==> src/rtl/gpio_bank_pkg.sv <==
package gpio_bank_pkg;

    localparam int BANK_W     = 32;
    localparam int NUM_BANKS  = 4;
    localparam int ADDR_W     = 12;
    localparam int BANK_IDX_W = $clog2(NUM_BANKS);
    localparam int PINS       = NUM_BANKS * BANK_W;
    localparam int WORD_IDX_W = ADDR_W - 2;

    typedef enum logic [3:0] {
        RK_NONE,
        RK_LEVEL,
        RK_DIR,
        RK_SET,
        RK_CLR,
        RK_RISE,
        RK_FALL,
        RK_STAT,
        RK_ALT_LO,
        RK_ALT_HI
    } reg_kind_e;

    typedef struct packed {
        reg_kind_e               kind;
        logic [BANK_IDX_W-1:0]   bank;
    } reg_sel_t;

    // Order of the register groups inside one bank stride (3 words per group)
    function automatic reg_kind_e group_kind(input logic [WORD_IDX_W-1:0] grp);
        case (grp)
            WORD_IDX_W'(0): return RK_LEVEL;
            WORD_IDX_W'(1): return RK_DIR;
            WORD_IDX_W'(2): return RK_SET;
            WORD_IDX_W'(3): return RK_CLR;
            WORD_IDX_W'(4): return RK_RISE;
            WORD_IDX_W'(5): return RK_FALL;
            WORD_IDX_W'(6): return RK_STAT;
            default:        return RK_NONE;
        endcase
    endfunction

    // Offset decode: low region groups of three banks, alternate-function
    // pairs, and a high window at +0x100 carrying bank 3
    function automatic reg_sel_t decode_offset(input logic [ADDR_W-1:0] a);
        reg_sel_t                r;
        logic [WORD_IDX_W-1:0]   w;
        logic [WORD_IDX_W-1:0]   d;
        logic [WORD_IDX_W-1:0]   q;
        logic [WORD_IDX_W-1:0]   m;
        r.kind = RK_NONE;
        r.bank = '0;
        w = a[ADDR_W-1:2];
        d = '0;
        q = '0;
        m = '0;
        if (a < ADDR_W'(12'h200) && a[1:0] == 2'b00) begin
            if (w >= WORD_IDX_W'(21) && w <= WORD_IDX_W'(28)) begin
                d      = w - WORD_IDX_W'(21);
                r.bank = d[2:1];
                r.kind = d[0] ? RK_ALT_HI : RK_ALT_LO;
            end else if (w < WORD_IDX_W'(21)) begin
                q      = w / WORD_IDX_W'(3);
                m      = w - q * WORD_IDX_W'(3);
                r.kind = group_kind(q);
                r.bank = m[BANK_IDX_W-1:0];
            end else if (w >= WORD_IDX_W'(64) && w < WORD_IDX_W'(85)) begin
                d = w - WORD_IDX_W'(64);
                q = d / WORD_IDX_W'(3);
                m = d - q * WORD_IDX_W'(3);
                if (m == '0) begin
                    r.kind = group_kind(q);
                    r.bank = BANK_IDX_W'(NUM_BANKS - 1);
                end
            end
        end
        return r;
    endfunction

endpackage

==> src/rtl/gpio_pin_sync.sv <==
module gpio_pin_sync #(
    parameter int WIDTH  = 128,
    parameter int STAGES = 2
) (
    input  logic             clk,
    input  logic             rst,
    input  logic [WIDTH-1:0] async_in,
    output logic [WIDTH-1:0] sync_out
);
    logic [WIDTH-1:0] stg [STAGES];

    // chain of STAGES flops ahead of the level register
    always_ff @(posedge clk) begin
        if (rst) begin
            for (int s = 0; s < STAGES; s++) stg[s] <= '0;
        end else begin
            stg[0] <= async_in;
            for (int s = 1; s < STAGES; s++) stg[s] <= stg[s-1];
        end
    end

    assign sync_out = stg[STAGES-1];
endmodule

==> src/rtl/gpio_bank_regs.sv <==
module gpio_bank_regs
    import gpio_bank_pkg::*;
#(
    parameter int W = 32
) (
    input  logic         clk,
    input  logic         rst,
    input  logic         we,
    input  logic         hit,
    input  reg_kind_e    kind,
    input  logic [W-1:0] wdata,
    input  logic [W-1:0] pin_sync,
    input  logic [W-1:0] stat_in,
    output logic [W-1:0] dir_q,
    output logic [W-1:0] drive,
    output logic [W-1:0] rise_q,
    output logic [W-1:0] fall_q,
    output logic [W-1:0] clr_pulse,
    output logic [W-1:0] rd_val
);
    logic [W-1:0] out_q;
    logic [W-1:0] alt_lo_q;
    logic [W-1:0] alt_hi_q;

    always_ff @(posedge clk) begin
        if (rst) begin
            dir_q     <= '0;
            out_q     <= '0;
            rise_q    <= '0;
            fall_q    <= '0;
            alt_lo_q  <= '0;
            alt_hi_q  <= '0;
            clr_pulse <= '0;
        end else begin
            clr_pulse <= '0;
            if (we && hit) begin
                case (kind)
                    RK_DIR:    dir_q     <= wdata;
                    RK_SET:    out_q     <= out_q | wdata;
                    RK_CLR:    out_q     <= out_q & ~wdata;
                    RK_RISE:   rise_q    <= wdata;
                    RK_FALL:   fall_q    <= wdata;
                    RK_ALT_LO: alt_lo_q  <= wdata;
                    RK_ALT_HI: alt_hi_q  <= wdata;
                    RK_STAT:   clr_pulse <= wdata;
                    default:   ;
                endcase
            end
        end
    end

    assign drive = out_q & dir_q;

    always_comb begin
        case (kind)
            RK_LEVEL:  rd_val = drive | (pin_sync & ~dir_q);
            RK_DIR:    rd_val = dir_q;
            RK_RISE:   rd_val = rise_q;
            RK_FALL:   rd_val = fall_q;
            RK_ALT_LO: rd_val = alt_lo_q;
            RK_ALT_HI: rd_val = alt_hi_q;
            RK_STAT:   rd_val = stat_in;
            default:   rd_val = '0;
        endcase
    end
endmodule

==> src/rtl/gpio_bank_ctrl.sv <==
module gpio_bank_ctrl
    import gpio_bank_pkg::*;
#(
    parameter int SYNC_STAGES = 2
) (
    input  logic              clk,
    input  logic              rst,
    input  logic [ADDR_W-1:0] bus_addr,
    input  logic              bus_we,
    input  logic [BANK_W-1:0] bus_wdata,
    output logic [BANK_W-1:0] bus_rdata,
    input  logic [PINS-1:0]   pin_in,
    output logic [PINS-1:0]   pin_out,
    output logic [PINS-1:0]   pin_oe,
    output logic [PINS-1:0]   rise_en,
    output logic [PINS-1:0]   fall_en,
    input  logic [PINS-1:0]   edge_status,
    output logic [PINS-1:0]   edge_clear
);
    reg_sel_t          sel;
    logic [PINS-1:0]   pin_sync;
    logic [BANK_W-1:0] bank_rd [NUM_BANKS];

    assign sel = decode_offset(bus_addr);

    gpio_pin_sync #(
        .WIDTH  (PINS),
        .STAGES (SYNC_STAGES)
    ) u_sync (
        .clk      (clk),
        .rst      (rst),
        .async_in (pin_in),
        .sync_out (pin_sync)
    );

    for (genvar b = 0; b < NUM_BANKS; b++) begin : g_bank
        gpio_bank_regs #(.W(BANK_W)) u_regs (
            .clk       (clk),
            .rst       (rst),
            .we        (bus_we),
            .hit       (sel.bank == BANK_IDX_W'(b)),
            .kind      (sel.kind),
            .wdata     (bus_wdata),
            .pin_sync  (pin_sync[b*BANK_W +: BANK_W]),
            .stat_in   (edge_status[b*BANK_W +: BANK_W]),
            .dir_q     (pin_oe[b*BANK_W +: BANK_W]),
            .drive     (pin_out[b*BANK_W +: BANK_W]),
            .rise_q    (rise_en[b*BANK_W +: BANK_W]),
            .fall_q    (fall_en[b*BANK_W +: BANK_W]),
            .clr_pulse (edge_clear[b*BANK_W +: BANK_W]),
            .rd_val    (bank_rd[b])
        );
    end

    // one registered read stage
    always_ff @(posedge clk) begin
        if (rst) bus_rdata <= '0;
        else     bus_rdata <= bank_rd[sel.bank];
    end
endmodule

==> config.mk <==
export PLATFORM = sky130hd
export DESIGN_NAME = gpio_bank_ctrl
export DESIGN_NICKNAME = d
export VERILOG_FILES = /design/src/rtl/gpio_bank_pkg.sv /design/src/rtl/gpio_pin_sync.sv /design/src/rtl/gpio_bank_regs.sv /design/src/rtl/gpio_bank_ctrl.sv
export SDC_FILE = /design/constraint.sdc
export NUM_CORES = 2
export LEC_CHECK = 0
export BUFFER_PORTS_ARGS = -buffer_cell sky130_fd_sc_hd__buf_2
export CELL_PAD_IN_SITES_DETAIL_PLACEMENT = 0
export CELL_PAD_IN_SITES_GLOBAL_PLACEMENT = 1
export CORE_UTILIZATION = 30
export CTS_CLUSTER_SIZE = 30
export DETAILED_ROUTE_END_ITERATION = 7
export PLACE_DENSITY = 0.64
export SLEW_MARGIN = 20
export SYNTH_ARGS = -nofsm -noshare
export SYNTH_HDL_FRONTEND = slang
export SYNTH_SLANG_ARGS = --single-unit
==> constraint.sdc <==
create_clock -name clk -period 12.75 [get_ports clk]
set_input_delay 2.55 -clock clk [delete_from_list [all_inputs] [get_ports clk]]
set_output_delay 2.55 -clock clk [all_outputs]
set_load 0.01 [all_outputs]
-- Word-level counts from Yosys, hierarchy flattened
Memories as Yosys holds them, arrays and structs flattened.
Index checks and enable logic that the tools add are counted.
- memories kept: 1
- output and inout bits: 672
- memory bits (writable): 256
- logic and storage cells: 167
- flip-flop bits (word level): 928
- memory list (name ; words ; bits a word ; read ports ; clocked after memory_dff ; write ports ; line ; text):
    u_sync.stg ; 2 ; 128 ; 2 ; 0 ; 2 ; gpio_pin_sync.sv:10 ; logic [WIDTH-1:0] stg [STAGES];
- order comparisons: 7
- multipliers: 2
- reductions and logical operators: 41
- muxes and demuxes: 25
- bitwise operators: 32
- equal/unequal tests: 24
- add/subtract/negate cells: 4
- div/mod/pow operators: 2
- operators by type and width (cell ; number):
    32-bit one-hot mux with 7 select lines ; 4
    32-bit bitwise AND ; 12
    128-bit 2-to-1 mux ; 2
    32-bit bitwise OR ; 8
    32-bit one-hot mux with 2 select lines ; 4
    32-bit inverter ; 5
    32-bit 2-to-1 mux ; 3
    32-bit binary-select mux with 2-bit select ; 1
    10-bit by 3-bit == test with 1-bit output, second input constant ; 6
    2-bit AND reduction ; 24
    3-bit one-hot mux with 7 select lines ; 2
    10-bit by 2-bit == test with 1-bit output, second input constant ; 4
    10-bit zero test ; 3
    10-bit by 2-bit divider with 10-bit output, second input constant ; 2
    10-bit by 1-bit == test with 1-bit output, second input constant ; 2
    6-bit 2-to-1 mux ; 3
    4-bit by 3-bit == test with 1-bit output, second input constant ; 4
    12-bit by 10-bit < comparator with 1-bit output, second input constant ; 1
    10-bit by 5-bit greater-or-equal comparator with 1-bit output, second input constant ; 1
    10-bit by 7-bit greater-or-equal comparator with 1-bit output, second input constant ; 1
    10-bit by 5-bit less-or-equal comparator with 1-bit output, second input constant ; 1
    10-bit by 5-bit < comparator with 1-bit output, second input constant ; 1
    10-bit by 7-bit < comparator with 1-bit output, second input constant ; 1
    10-bit by 2-bit multiplier with 10-bit output, second input constant ; 1
    20 further kinds ; 41

-- Logic depth before layout (Yosys ltp)
- word-level depth: 15
- mapped depth: 45
- mapped depth without buffers: 40

-- Hierarchy
From an unflattened synthesis, not the netlist that was laid out.
- cell total of the unflattened synthesis: 6227
- area, all modules: 52546.6 um2
- modules (own cells, without submodules) (module ; sequential area each (um2) ; cells an instance ; instances ; area an instance (um2)):
    gpio_bank_regs ; 4484.3 ; 1235 ; 4 ; 9985.8
    gpio_pin_sync ; 5124.9 ; 668 ; 1 ; 7825.0
    gpio_bank_ctrl ; 640.6 ; 619 ; 1 ; 4778.3

-- Worst setup path before layout
OpenSTA, ideal clock, no wires.
- path kind: in2reg
- from: input bus_addr[9]
- to: register g_bank[0].u_regs.fall_q[10]
- cell stages on the path: 43
- arrival: 11.518 ns
- path buffers: 5
- setup slack: 1.100 ns
- cells stage by stage: buf_2 buf_1 inv_1 ha_1 buf_2 xor2_1 inv_1 nor2_1 a21oi_1 o221a_2 o31ai_2 nand2_1 o211ai_1 nand2_1 nand2b_1 clkinv_1 xnor2_1 ha_1 [7 not listed] inv_1 ha_1 or2_2 fa_1 xor2_1 or3_1 a211oi_1 nand3b_1 nor4_4 nand3_2 o41ai_4 nand2_1 nor2_2 buf_2 nand2_1 clkbuf_1 nand2_1 a21oi_1
- longest elaborated chain between the ends: 13
- ends and longest elaborated chain (item ; line ; text):
    start, declared ; gpio_bank_ctrl.sv:8 ; input logic [ADDR_W-1:0] bus_addr,
    10-bit by 7-bit subtractor with 10-bit output ; gpio_bank_pkg.sv:67 ; d = w - WORD_IDX_W'(64);
    10-bit by 2-bit divider with 10-bit output ; gpio_bank_pkg.sv:68 ; q = d / WORD_IDX_W'(3);
    10-bit by 2-bit multiplier with 10-bit output ; gpio_bank_pkg.sv:69 ; m = d - q * WORD_IDX_W'(3);
    10-bit subtractor ; gpio_bank_pkg.sv:69 ;
    10-bit zero test ; gpio_bank_pkg.sv:70 ; if (m == '0) begin
    5-bit 2-to-1 mux ; gpio_bank_pkg.sv:70 ;
    5-bit 2-to-1 mux ; gpio_bank_pkg.sv:66 ; end else if (w >= WORD_IDX_W'(64) && w < WORD_IDX_W'(85)) begin
    6-bit 2-to-1 mux ; gpio_bank_pkg.sv:61 ; end else if (w < WORD_IDX_W'(21)) begin
    6-bit 2-to-1 mux ; gpio_bank_pkg.sv:57 ; if (w >= WORD_IDX_W'(21) && w <= WORD_IDX_W'(28)) begin
    6-bit 2-to-1 mux (*) ; gpio_bank_pkg.sv:56 ; if (a < ADDR_W'(12'h200) && a[1:0] == 2'b00) begin
    2-bit zero test ; gpio_bank_ctrl.sv:41 ; .hit (sel.bank == BANK_IDX_W'(b)),
    1-bit logical AND ; gpio_bank_regs.sv:36 ; if (we && hit) begin
    2-bit AND reduction (no source line) (*) ; -- ;
    end signal, assigned ; gpio_bank_regs.sv:42 ; RK_FALL: fall_q <= wdata;
    end, declared ; gpio_bank_regs.sv:17 ; output logic [W-1:0] fall_q,
Every way passes the cells marked *; elsewhere a longest branch is shown, timed or not.
A chain may end at the register's enable or synchronous reset.

-- Final worst setup path
- from: input bus_addr[8]
- to: register bus_rdata[4]
- longest elaborated chain between the ends: 15
- ends and longest elaborated chain (item ; line ; text):
    10-bit by 7-bit subtractor with 10-bit output ; gpio_bank_pkg.sv:67 ;
    10-bit by 2-bit divider with 10-bit output ; gpio_bank_pkg.sv:68 ;
    10-bit by 2-bit multiplier with 10-bit output ; gpio_bank_pkg.sv:69 ;
    10-bit subtractor ; gpio_bank_pkg.sv:69 ;
    10-bit zero test ; gpio_bank_pkg.sv:70 ;
    5-bit 2-to-1 mux ; gpio_bank_pkg.sv:70 ;
    5-bit 2-to-1 mux ; gpio_bank_pkg.sv:66 ;
    6-bit 2-to-1 mux ; gpio_bank_pkg.sv:61 ;
    6-bit 2-to-1 mux ; gpio_bank_pkg.sv:57 ;
    6-bit 2-to-1 mux (*) ; gpio_bank_pkg.sv:56 ;
    4-bit by 3-bit == test with 1-bit output (tied with other cells) ; gpio_bank_regs.sv:55 ; case (kind)
    32-bit one-hot mux with 7 select lines ; gpio_bank_regs.sv:55 ;
    32-bit binary-select mux with 2-bit select (*) ; gpio_bank_ctrl.sv:58 ; else bus_rdata <= bank_rd[sel.bank];
    32-bit 2-to-1 mux (implied by the code) (*) (2 in series) ; gpio_bank_ctrl.sv:58 ;
    end signal, assigned ; gpio_bank_ctrl.sv:58 ;
    end, declared ; gpio_bank_ctrl.sv:11 ; output logic [BANK_W-1:0] bus_rdata,
Every way passes the cells marked *; elsewhere a longest branch is shown, timed or not. The select of a mux whose other input is x is not followed.

==> results.md <==
- First-pass GRT wire length: 376 mm
- DRC errors left: 0
- Min-delay worst type: register to register
- Proportion of layout cells with a drive suffix above 1: 20.3%
- CP endpoint kind: register
- Util after Layout: 38.3%
- Placer Congestion: 0.906
- Status: complete, no violations
- Die H: 414 µm
- Slew @ Worst Pin: 1.15 ns
- Synthesized Nets: roughly 7000
- Placed insts: 9544
- Worst path arrival time: ~13 ns
- Full die area: 172000 µm²
- Reg-to-Reg Start: g_bank[0].u_regs.alt_hi_q[30]
- Ports: 975
- Clk slew on worst S/H paths: 0.06 ns
- Worst setup SP type: input port
- Hold Fails Final Rpt: 0
- Core Area: roughly 170000 µm²
- Slew Limit Headroom: 23.3%
- Max-slew violations: 0
- Vias in the first global route: slightly below 50000
- Fin crit share: 94.6%
- Port Buffers: 974
- RSZ-0062 raised after global routing: no
- MaxCap Viol Count: 0
- Leak Pwr: 0.0244 µW
- PostCTS Resize Cnt: 0
- Vias post-DR: 51900
- First DRT Iteration DRCs: 5132
- Cell Pwr Density: 133 nW/µm²
- Die width: 414 µm
- WP data required: between 10 and 15 ns
- Initial antenna violation count: 22
- DR WL/cell: 27.7 µm
- Syn Std Cell Area: 51000 µm²
- Initial Utilization: roughly 30%
- Final setup TNS: 0 ns
- Global Route Usage Sum: between 30 and 40%
- Post-CTS Setup Inserts: 0
- Yosys reg bits: 1184
- Nets: 7828
- Max FO, Critical Path: 18
- Peak VDD IR: 0.000130 V
- Synth area leader: dfxtp_1
- H-tree depth: 4
- CTS tree: done
- Worst Path Buf+Inv: 9
- Post-Synthesis Cells: roughly 6700
- Leading post-synthesis cells by cell area: dfxtp_1 46%, nand2_1 15%, a21oi_1 10%, nor2b_1 3.8%, clkbuf_1 3.3%
- Worst stage delay on the critical path: 0.64 ns
- Root buffer cell: clkbuf_16
- Detailed Route WL: roughly 270 mm
- Post-route antenna net violation count: 0
- Power consumption: 8570 µW
- Hold path start: u_sync.stg[0][51]
- Clock Latency Late Sink: ~0.77 ns
- Via density: 5.30
- Max Clk Rate: between 0.08 and 0.09 GHz
- Delay-heaviest family, CP: compound AO/OA/AOI/OAI gates
- Area Growth Syn to Fin: 26.2%
- Dominant synthesized flop cell: dfxtp_1
- Syn Area/Cell: 7.63 µm²
- Final non-filler cell total: 9801
- GRT Residual Overflow: 0
- Crit path time final: around 12 ns
- Max Root-Sink Buffers: 3
- Slowest stage cell, crit path: mux2i_1
- Row count: 150
- DP HPWL: between 150 and 200 mm
- Clock Sinks: approximately 1200
- Cts bufs inserted: 139
- Hold buffers post-CTS: 0
- FFs w/ async S/R, synth: 0%
- Post-synthesis sequential area ratio: 46.5%
- First-pass DRT Iterations: 7
- Synth top area share: 46.5%
- Setup violators final: 0
- Post-synth EDFFs: 0
- YS warnings: 0
- Critical Path Start: bus_addr[8]
- Largest net degree at the start of global routing: 203
- Worst Clk Skew: 0.0347 ns
- Post-synth cell types: 82
- Critical path class: input port to register
==> routing by layer <==
metal / part of all wire [%] / global-route usage (%) / vias up
met2: 49 / 52.1 / 2196
met3: 6.3 / 5.19 / 492
met1: 39 / 35.8 / 25400
met5: 0.049 / 0 / -
li1: - / - / 23800
met4: 6.0 / 16.5 / 20
==> placed cells by master (no fill, tap or decap), types with 31 or more instances in the layout <==
cell,n
nand3_1,160
o21ai_0,79
buf_4,159
mux2i_1,86
a21oi_1,1068
buf_12,79
inv_1,106
nor3_1,72
clkbuf_16,143
a22oi_1,31
ha_1,36
nor2_1,121
a211oi_1,47
a32oi_1,51
nor2b_1,307
buf_2,973
dfxtp_1,1184
and2_1,261
nand2_1,2059
clkbuf_1,32
==> cell usage after synthesis, types with 11 or more instances <==
cell type     n
a22oi_1      31
a32oi_1      51
ha_1         36
nand2b_1     12
o221a_2      12
o31ai_1      11
nand4_1      12
dfxtp_1    1184
nor2_1      152
inv_1       106
a31oi_1      22
and2_1      262
buf_1        18
a2111oi_0    14
a21o_1       29
nand3_1     168
or3_1        11
a222oi_1     23
o32ai_1      27
a211oi_1     47
nor2b_1     308
a21oi_1    1069
buf_2        91
mux2i_1      86
nand2_1    2074
and3_1       19
o21ai_0      79
xnor2_1      14
clkbuf_1    449
nor3_1       73
o211ai_1     27
o211a_1      29
==> metrics by stage <==
| stage | setup WS, ns | instance area [µm²] | hold WS [ns] |
|---|---|---|---|
| floorplan | 1.10 | 51000 | 0.414 |
| global placement | 0.132 | 59600 | 0.418 |
| detailed placement | 0.0596 | 59600 | 0.423 |
| CTS | 0.885 | 64300 | 0.435 |
| global route | 0.337 | 64300 | 0.450 |
| finish | 0.691 | 64400 | 0.433 |
==> where the power goes <==
part	switching [µW]	total (µW)	internal [µW]
combinational	442	668	226
sequential	12.5	3750	3740
clock	1710	4150	2440
==> worst paths after layout <==
check,end,slack (ns),cells after the start
max,bus_rdata[4],0.69,38
min,u_sync.stg[0][179],0.43,1
max reg2reg,bus_rdata[30],10.51,6
min reg2reg,u_sync.stg[0][179],0.43,1
==> cell families (layout without fill, tap and decap cells) <==
| logic type | Yosys count | in the layout | synth area share, % |
|---|---|---|---|
| multiplexers | 88 | 88 | 1.73 |
| other | 0 | 8 | 0 |
| adder cells (fa/ha/maj) | 44 | 44 | 1.20 |
| AND/OR/NAND/NOR | 3126 | 3126 | 26.9 |
| AO/OA/AOI/OAI | 1556 | 1556 | 18.1 |
| flip-flops | 1184 | 1184 | 46.5 |
| buffers and inverters | 666 | 1569 | 5.13 |
| XOR/XNOR | 22 | 22 | 0.459 |
==> final cells by class <==
type,instances,area (µm²)
Fill cell,17400,104000
Multi-Input combinational cell,4836,25100
Sequential cell,1184,23700
Timing Repair Buffer,1212,7660
Clock buffer,204,4100
Tap cell,2204,2760
Clock inverter,45,607
Inverter,108,405
Antenna cell,8,20.0
(Power assumes the default switching activity.)
